File: src/rtl/pm_event_irq_hub.sv
module pm_event_irq_hub #(
  parameter int BANK_W = 8,
  parameter logic [15:0] IRQ_ROUTE = 16'h3CFF,
  parameter logic [15:0] SMI_ROUTE = 16'hFF0F,
  parameter int PWR_EV = 0,
  parameter int SLP_EV = 1,
  parameter int RTC_EV = 2
) (
  input  logic              clk,
  input  logic              rst_n,
  input  logic [4*BANK_W-1:0] ev_in,
  input  logic              reg_we,
  input  logic [3:0]        reg_addr,
  input  logic [BANK_W-1:0] reg_wdata,
  output logic [BANK_W-1:0] reg_rdata,
  output logic              irq_o,
  output logic              smi_o,
  output logic              sci_o
);
  localparam int NEV = 4 * BANK_W;
  localparam int RW  = 2 * BANK_W;

  logic [NEV-1:0] sts, sci_en, sts_clr;
  logic [RW-1:0]  irq_en, smi_en;
  logic [2:0]     xsts, xen, slp_typ;
  logic [3:0]     cfg;
  logic           wak_sts;

  wire [2:0] dual_on  = cfg[2:0];
  wire       ext_sel  = cfg[3];
  wire       sleeping = (slp_typ != 3'd0) && (slp_typ <= 3'd5);
  wire       pm_wr    = reg_we && reg_addr == 4'd12;
  wire [2:0] xset     = {ev_in[RTC_EV], ev_in[SLP_EV], ev_in[PWR_EV]};
  wire [2:0] xclr     = pm_wr ? reg_wdata[2:0] : 3'b0;

  for (genvar b = 0; b < 4; b++) begin : g_bank
    assign sts_clr[b*BANK_W +: BANK_W] = (reg_we && reg_addr == 4'(b)) ? reg_wdata : '0;

    always_ff @(posedge clk or negedge rst_n)
      if (!rst_n) sci_en[b*BANK_W +: BANK_W] <= '0;
      else if (reg_we && reg_addr == 4'(4 + b)) sci_en[b*BANK_W +: BANK_W] <= reg_wdata;
  end

  for (genvar h = 0; h < 2; h++) begin : g_half
    always_ff @(posedge clk or negedge rst_n)
      if (!rst_n) begin
        irq_en[h*BANK_W +: BANK_W] <= '0;
        smi_en[h*BANK_W +: BANK_W] <= '0;
      end else begin
        if (reg_we && reg_addr == 4'(8 + h))
          irq_en[h*BANK_W +: BANK_W] <= reg_wdata & IRQ_ROUTE[h*BANK_W +: BANK_W];
        if (reg_we && reg_addr == 4'(10 + h))
          smi_en[h*BANK_W +: BANK_W] <= reg_wdata & SMI_ROUTE[h*BANK_W +: BANK_W];
      end
  end

  always_ff @(posedge clk or negedge rst_n)
    if (!rst_n) begin
      sts     <= '0;
      xsts    <= '0;
      xen     <= '0;
      wak_sts <= 1'b0;
      slp_typ <= '0;
      cfg     <= '0;
      irq_o   <= 1'b0;
      smi_o   <= 1'b0;
      sci_o   <= 1'b0;
    end else begin
      sts     <= (sts & ~sts_clr) | ev_in;
      xsts    <= ((xsts & ~xclr) | xset) & dual_on;
      xen     <= ((reg_we && reg_addr == 4'd13) ? reg_wdata[2:0] : xen) & dual_on;
      wak_sts <= (wak_sts & ~(pm_wr & reg_wdata[BANK_W-1])) | (sci_o & sleeping & ~ext_sel);
      if (reg_we && reg_addr == 4'd14) slp_typ <= reg_wdata[2:0];
      if (reg_we && reg_addr == 4'd15) cfg <= reg_wdata[3:0];
      irq_o <= |(sts[NEV-1:RW] & irq_en);
      smi_o <= |(sts[NEV-1:RW] & smi_en);
      sci_o <= (|(sts & sci_en)) | (|(xsts & xen)) | (sleeping & ~ext_sel & xsts[0]);
    end

  always_comb begin
    reg_rdata = '0;
    case (reg_addr)
      4'd0, 4'd1, 4'd2, 4'd3: reg_rdata = sts[reg_addr[1:0]*BANK_W +: BANK_W];
      4'd4, 4'd5, 4'd6, 4'd7: reg_rdata = sci_en[reg_addr[1:0]*BANK_W +: BANK_W];
      4'd8, 4'd9:             reg_rdata = irq_en[reg_addr[0]*BANK_W +: BANK_W];
      4'd10, 4'd11:           reg_rdata = smi_en[reg_addr[0]*BANK_W +: BANK_W];
      4'd12: begin
        reg_rdata[2:0]        = xsts;
        reg_rdata[BANK_W-1]   = wak_sts;
      end
      4'd13:                  reg_rdata[2:0] = xen;
      4'd14:                  reg_rdata[2:0] = slp_typ;
      default:                reg_rdata[3:0] = cfg;
    endcase
  end
endmodule

File: config.mk
export PLATFORM = sky130hd
export DESIGN_NAME = pm_event_irq_hub
export DESIGN_NICKNAME = d
export VERILOG_FILES = /design/src/rtl/pm_event_irq_hub.sv
export SDC_FILE = /design/constraint.sdc
export NUM_CORES = 1
export LEC_CHECK = 0
export BUFFER_PORTS_ARGS = -buffer_cell sky130_fd_sc_hd__clkbuf_2
export CORE_MARGIN = 2
export CORE_UTILIZATION = 53
export CTS_CLUSTER_SIZE = 24
export DETAILED_ROUTE_END_ITERATION = 8
export GPL_ROUTABILITY_DRIVEN = 0
export PLACE_DENSITY = 0.73
export SLEW_MARGIN = 10
export SYNTH_ARGS = -nofsm -noshare
export SYNTH_HDL_FRONTEND = slang
export SYNTH_SLANG_ARGS = --single-unit
File: constraint.sdc
create_clock -name clk -period 1.9 [get_ports clk]
set_input_delay 0.285 -clock clk [delete_from_list [all_inputs] [get_ports clk]]
set_output_delay 0.285 -clock clk [all_outputs]
set_load 0.01 [all_outputs]
==> summary.md <==
| Metric | Value |
|---|---|
| CP cell instances | `mux4_2 -> mux4_2 -> clkbuf_2` |
| Reg clk slew, reported paths | `0.12 ns` |
| Initial Utilization | `54.0%` |
| Via density | `6.19` |
| Pwr/cell area | `877 nW/um^2` |
| Buf+Inv Stages, Crit Path | `1` |
| Most used DFF post-synth | `dfrtp_1` |
| CP delay by family, top | `multiplexers` |
| Violated checks | `setup timing` |
| Final Setup Violations | `8` |
| Design Power | `0.00572 W` |
| Die X | `103 um` |
| Num CTS Buffers | `9` |
| DR DRC count | `0` |
| Routed len/inst | `23.2 um` |
| Ant diodes | `0` |
| Die footprint | `10,700 sq um` |
| Reg2Reg Capture Point | `sci_o` |
| I/O pins | `58` |
| Worst EP required | `1.62 ns` |
| Chip Height | `103 um` |
| Max_cap viols | `0` |
| Flops & latches, synth | `105` |
| Setup CP Type | `reg2out` |
| Dpl hpwl | `11,100 um` |
| Synth cell types | `46` |
| Syn Area/Cell | `12.5 sq um` |
| CP Launch Type | `register` |
| Clock sink count | `105` |
| DRT iter0 DRCs | `386` |
| Vias in the first global route | `4,337` |
| Met3 Use GR | `8.13%` |
| Synth top area share | `50.2%` |
| DR vias | `4,236` |
| Row cnt | `36` |
| Initial antenna violation count | `0` |
| Warnings, synthesis | `0` |
| Post-synth EDFFs | `0` |
| GR Layer Usage met2 | `51.8%` |
| Root buf cell | `clkbuf_8` |
| Pleak | `2.71 nW` |
| Gr usage total | `31.6%` |
| Met1 Use GR | `40.5%` |
| Critical path endpoint category | `output port` |
| CP max-delay cell | `mux4_2` |
| Critical Path AT | `1.88 ns` |
| R2r setup slk | `0.15 ns` |
| Synth area leaders | `dfrtp_1 (50%), mux2_2 (14%), mux4_2 (6.0%), a21o_1 (4.9%), nand2_1 (3.2%)` |
| Grt total ovfl | `0` |
| HP Class | `in2reg` |
| Worst VDD drop | `0.680 mV` |
| Fill cells | `727` |
| Detailed-route wire length | `15,900 um` |
| Largest net degree at the start of global routing | `106` |
| Core area | `9680 sq um` |
| Fraction of layout cells with a size suffix above 1 | `48.1%` |
| Clock skew | `0.0193 ns` |
| Synth Instances | `417` |
| Nets | `593` |
| Critical path startpoint | `smi_en[2]` |
| Worst r2r path cells | `5` |
| TritonCTS clock tree | `built` |
| Gr busiest metal | `met2` |
| Clk buf depth | `2` |
| Worst-Skew Late Latency | `0.39 ns` |
| Most Frequent Cell on Critical Path | `mux4_2` |
| FFs w/ async S/R, synth | `100%` |
| Unrepaired setup endpoints after global routing | `true` |
| IO buf count | `57` |
| Sequential share of the synthesized area | `50.2%` |
| Max stage delay on crit path | `0.47 ns` |
| Max_slew headroom | `62.8%` |
| Final hold viol count | `0` |
| Drt pass-1 iters | `5` |
| Minimum clock period | `2.16 ns` |
| Layout area overhead | `24.8%` |
| Max-slew violations | `0` |
| WHS Path Cells | `2` |
| Crit path max fanout | `3` |
| Fmax | `0.462 GHz` |
| Status | `finished with violations` |
| Hold path startpoint | `ev_in[7]` |
| Post-synthesis net count | `464` |
| Worst Tran Pin Value | `0.558 ns` |
| Hold endpoint | `sts[7]` |
| First-pass GRT wire length | `24,400 um` |
| Post-synth top area cell | `dfrtp_1` |
| Period utilization | `114%` |
| Post-DRT Antenna Nets | `0` |
| Hold slack | `0.0591 ns` |
| Synth Cell Area | `5230 sq um` |
| CTS HTree Levels | `3` |
| FF-to-FF Start | `sts[25]` |
| Setup WS post-layout | `-0.265 ns` |
metal layers:
| layer | share of wire [%] | up-vias |
|---|---|---|
| met1 | 37 | 2126 |
| met2 | 49 | 241 |
| li1 | - | 1823 |
| met4 | 3.8 | 0 |
| met5 | 0 | - |
| met3 | 9.9 | 46 |
worst register-to-register path: stages, from the launching register on:
cell and delay [ns]:
dfrtp_1 0.42, buf_4 0.16, a22oi_1 0.35, nand4_1 0.13, a2111oi_0 0.40, nand4_1 0.16
power by group:
part | leakage [nW] | internal [W] | switching [W] | total [W]
registers | 1.17 | 0.00257 | 0.000307 | 0.00288
clock network | 0.108 | 0.000650 | 0.000868 | 0.00152
logic | 1.43 | 0.000756 | 0.000576 | 0.00133
per-stage QoR:
step / TNS, ns / area (sq um) / setup slack, ns / utilization, % / instances
2_1_floorplan: 0 / 5230 / 0.179 / - / 417
3_3_place_gp: -0.742 / 6000 / -0.122 / 61.9 / 632
3_5_place_dp: -1.02 / 6000 / -0.134 / 61.9 / 632
4_1_cts: -0.705 / 6500 / -0.277 / 67.2 / 682
5_1_grt: -1.25 / 6530 / -0.318 / 67.4 / 684
6_report: -0.773 / 6530 / -0.265 / 67.4 / 684
state kept, by name, summed over array words and instances (netlist names), 3 cells and up:
register / cells
sci_en: 32
cfg: 4
sts: 32
smi_en: 12
xen: 3
irq_en: 12
slp_typ: 3
xsts: 3
layout make-up:
| class | instances | area (sq um) | share of cell area [%] |
|---|---|---|---|
| clock buffers | 9 | 124 | 1.90 |
| clock inverters | 7 | 98.8 | 1.51 |
| inverters | 6 | 22.5 | 0.345 |
| multi-input cells | 286 | 2500 | 38.3 |
| flip-flops and latches | 105 | 2630 | 40.3 |
| well taps | 133 | 166 | 2.55 |
| repair buffers | 138 | 986 | 15.1 |
worst max path at each step:
stage                     cells past startpoint  slack, ns           end
after floorplan                               3       0.18  reg_rdata[2]
after global placement                        7      -0.12  reg_rdata[4]
after detailed placement                      6      -0.13  reg_rdata[5]
after CTS                                     3      -0.28  reg_rdata[2]
after global routing                          3      -0.32  reg_rdata[2]
final                                         3      -0.26  reg_rdata[2]
cells in the final DEF, fill, tap and decap left out, drive strengths merged, types with 2 or more instances in the layout:
master / Yosys / routed
a21boi: 6 / 6
a21o: 34 / 34
a221oi: 11 / 11
a22o: 9 / 9
a22oi: 14 / 14
a31oi: 2 / 2
buf: 11 / 82
clkbuf: 9 / 64
clkinv: 0 / 2
dfrtp: 105 / 105
inv: 6 / 9
mux2: 66 / 66
mux2i: 8 / 8
mux4: 17 / 17
nand2: 46 / 46
nand2b: 2 / 2
nand3: 6 / 6
nand3b: 2 / 2
nand4: 4 / 4
nor2: 20 / 20
nor2b: 2 / 2
nor3: 3 / 3
nor4bb: 2 / 2
o211ai: 2 / 2
o21a: 3 / 3
o21ai: 11 / 11
o22ai: 4 / 4
o32ai: 2 / 2
or2: 3 / 3
cell families (layout without fill, tap and decap cells):
kind of cell / after synthesis / in the layout / synth area share, %
mux: 91 / 91 / 23.3
compound gates: 103 / 103 / 14.8
flops: 105 / 105 / 50.2
buf+inv: 26 / 160 / 2.42
simple gates: 92 / 92 / 9.28
cells in the mapped netlist, types with 3 or more instances:
cell type,count
a22oi_1,14
clkbuf_1,9
nor2_1,9
mux4_1,3
or2_2,3
a21o_1,34
inv_1,6
dfrtp_1,105
mux4_2,14
nor2_4,5
a221oi_1,11
a21boi_0,6
nand3_1,5
nand4_1,4
o22ai_1,4
mux2_2,64
o21a_1,3
a22o_1,9
buf_2,8
nor3_1,3
nor2_2,6
mux2i_1,8
o21ai_0,11
nand2_1,45
repair_timing:
action / 4_1_cts / 5_1_grt
gates resized for setup: 22 / 3
setup buffers: 33 / 2
pin swaps: 5 / 0
setup endpoints to repair: 8 / 8
endpoints found under the hold margin: 96 / 0
hold buffers: 1 / 0
No activity file was read; power rests on OpenSTA's default activity.
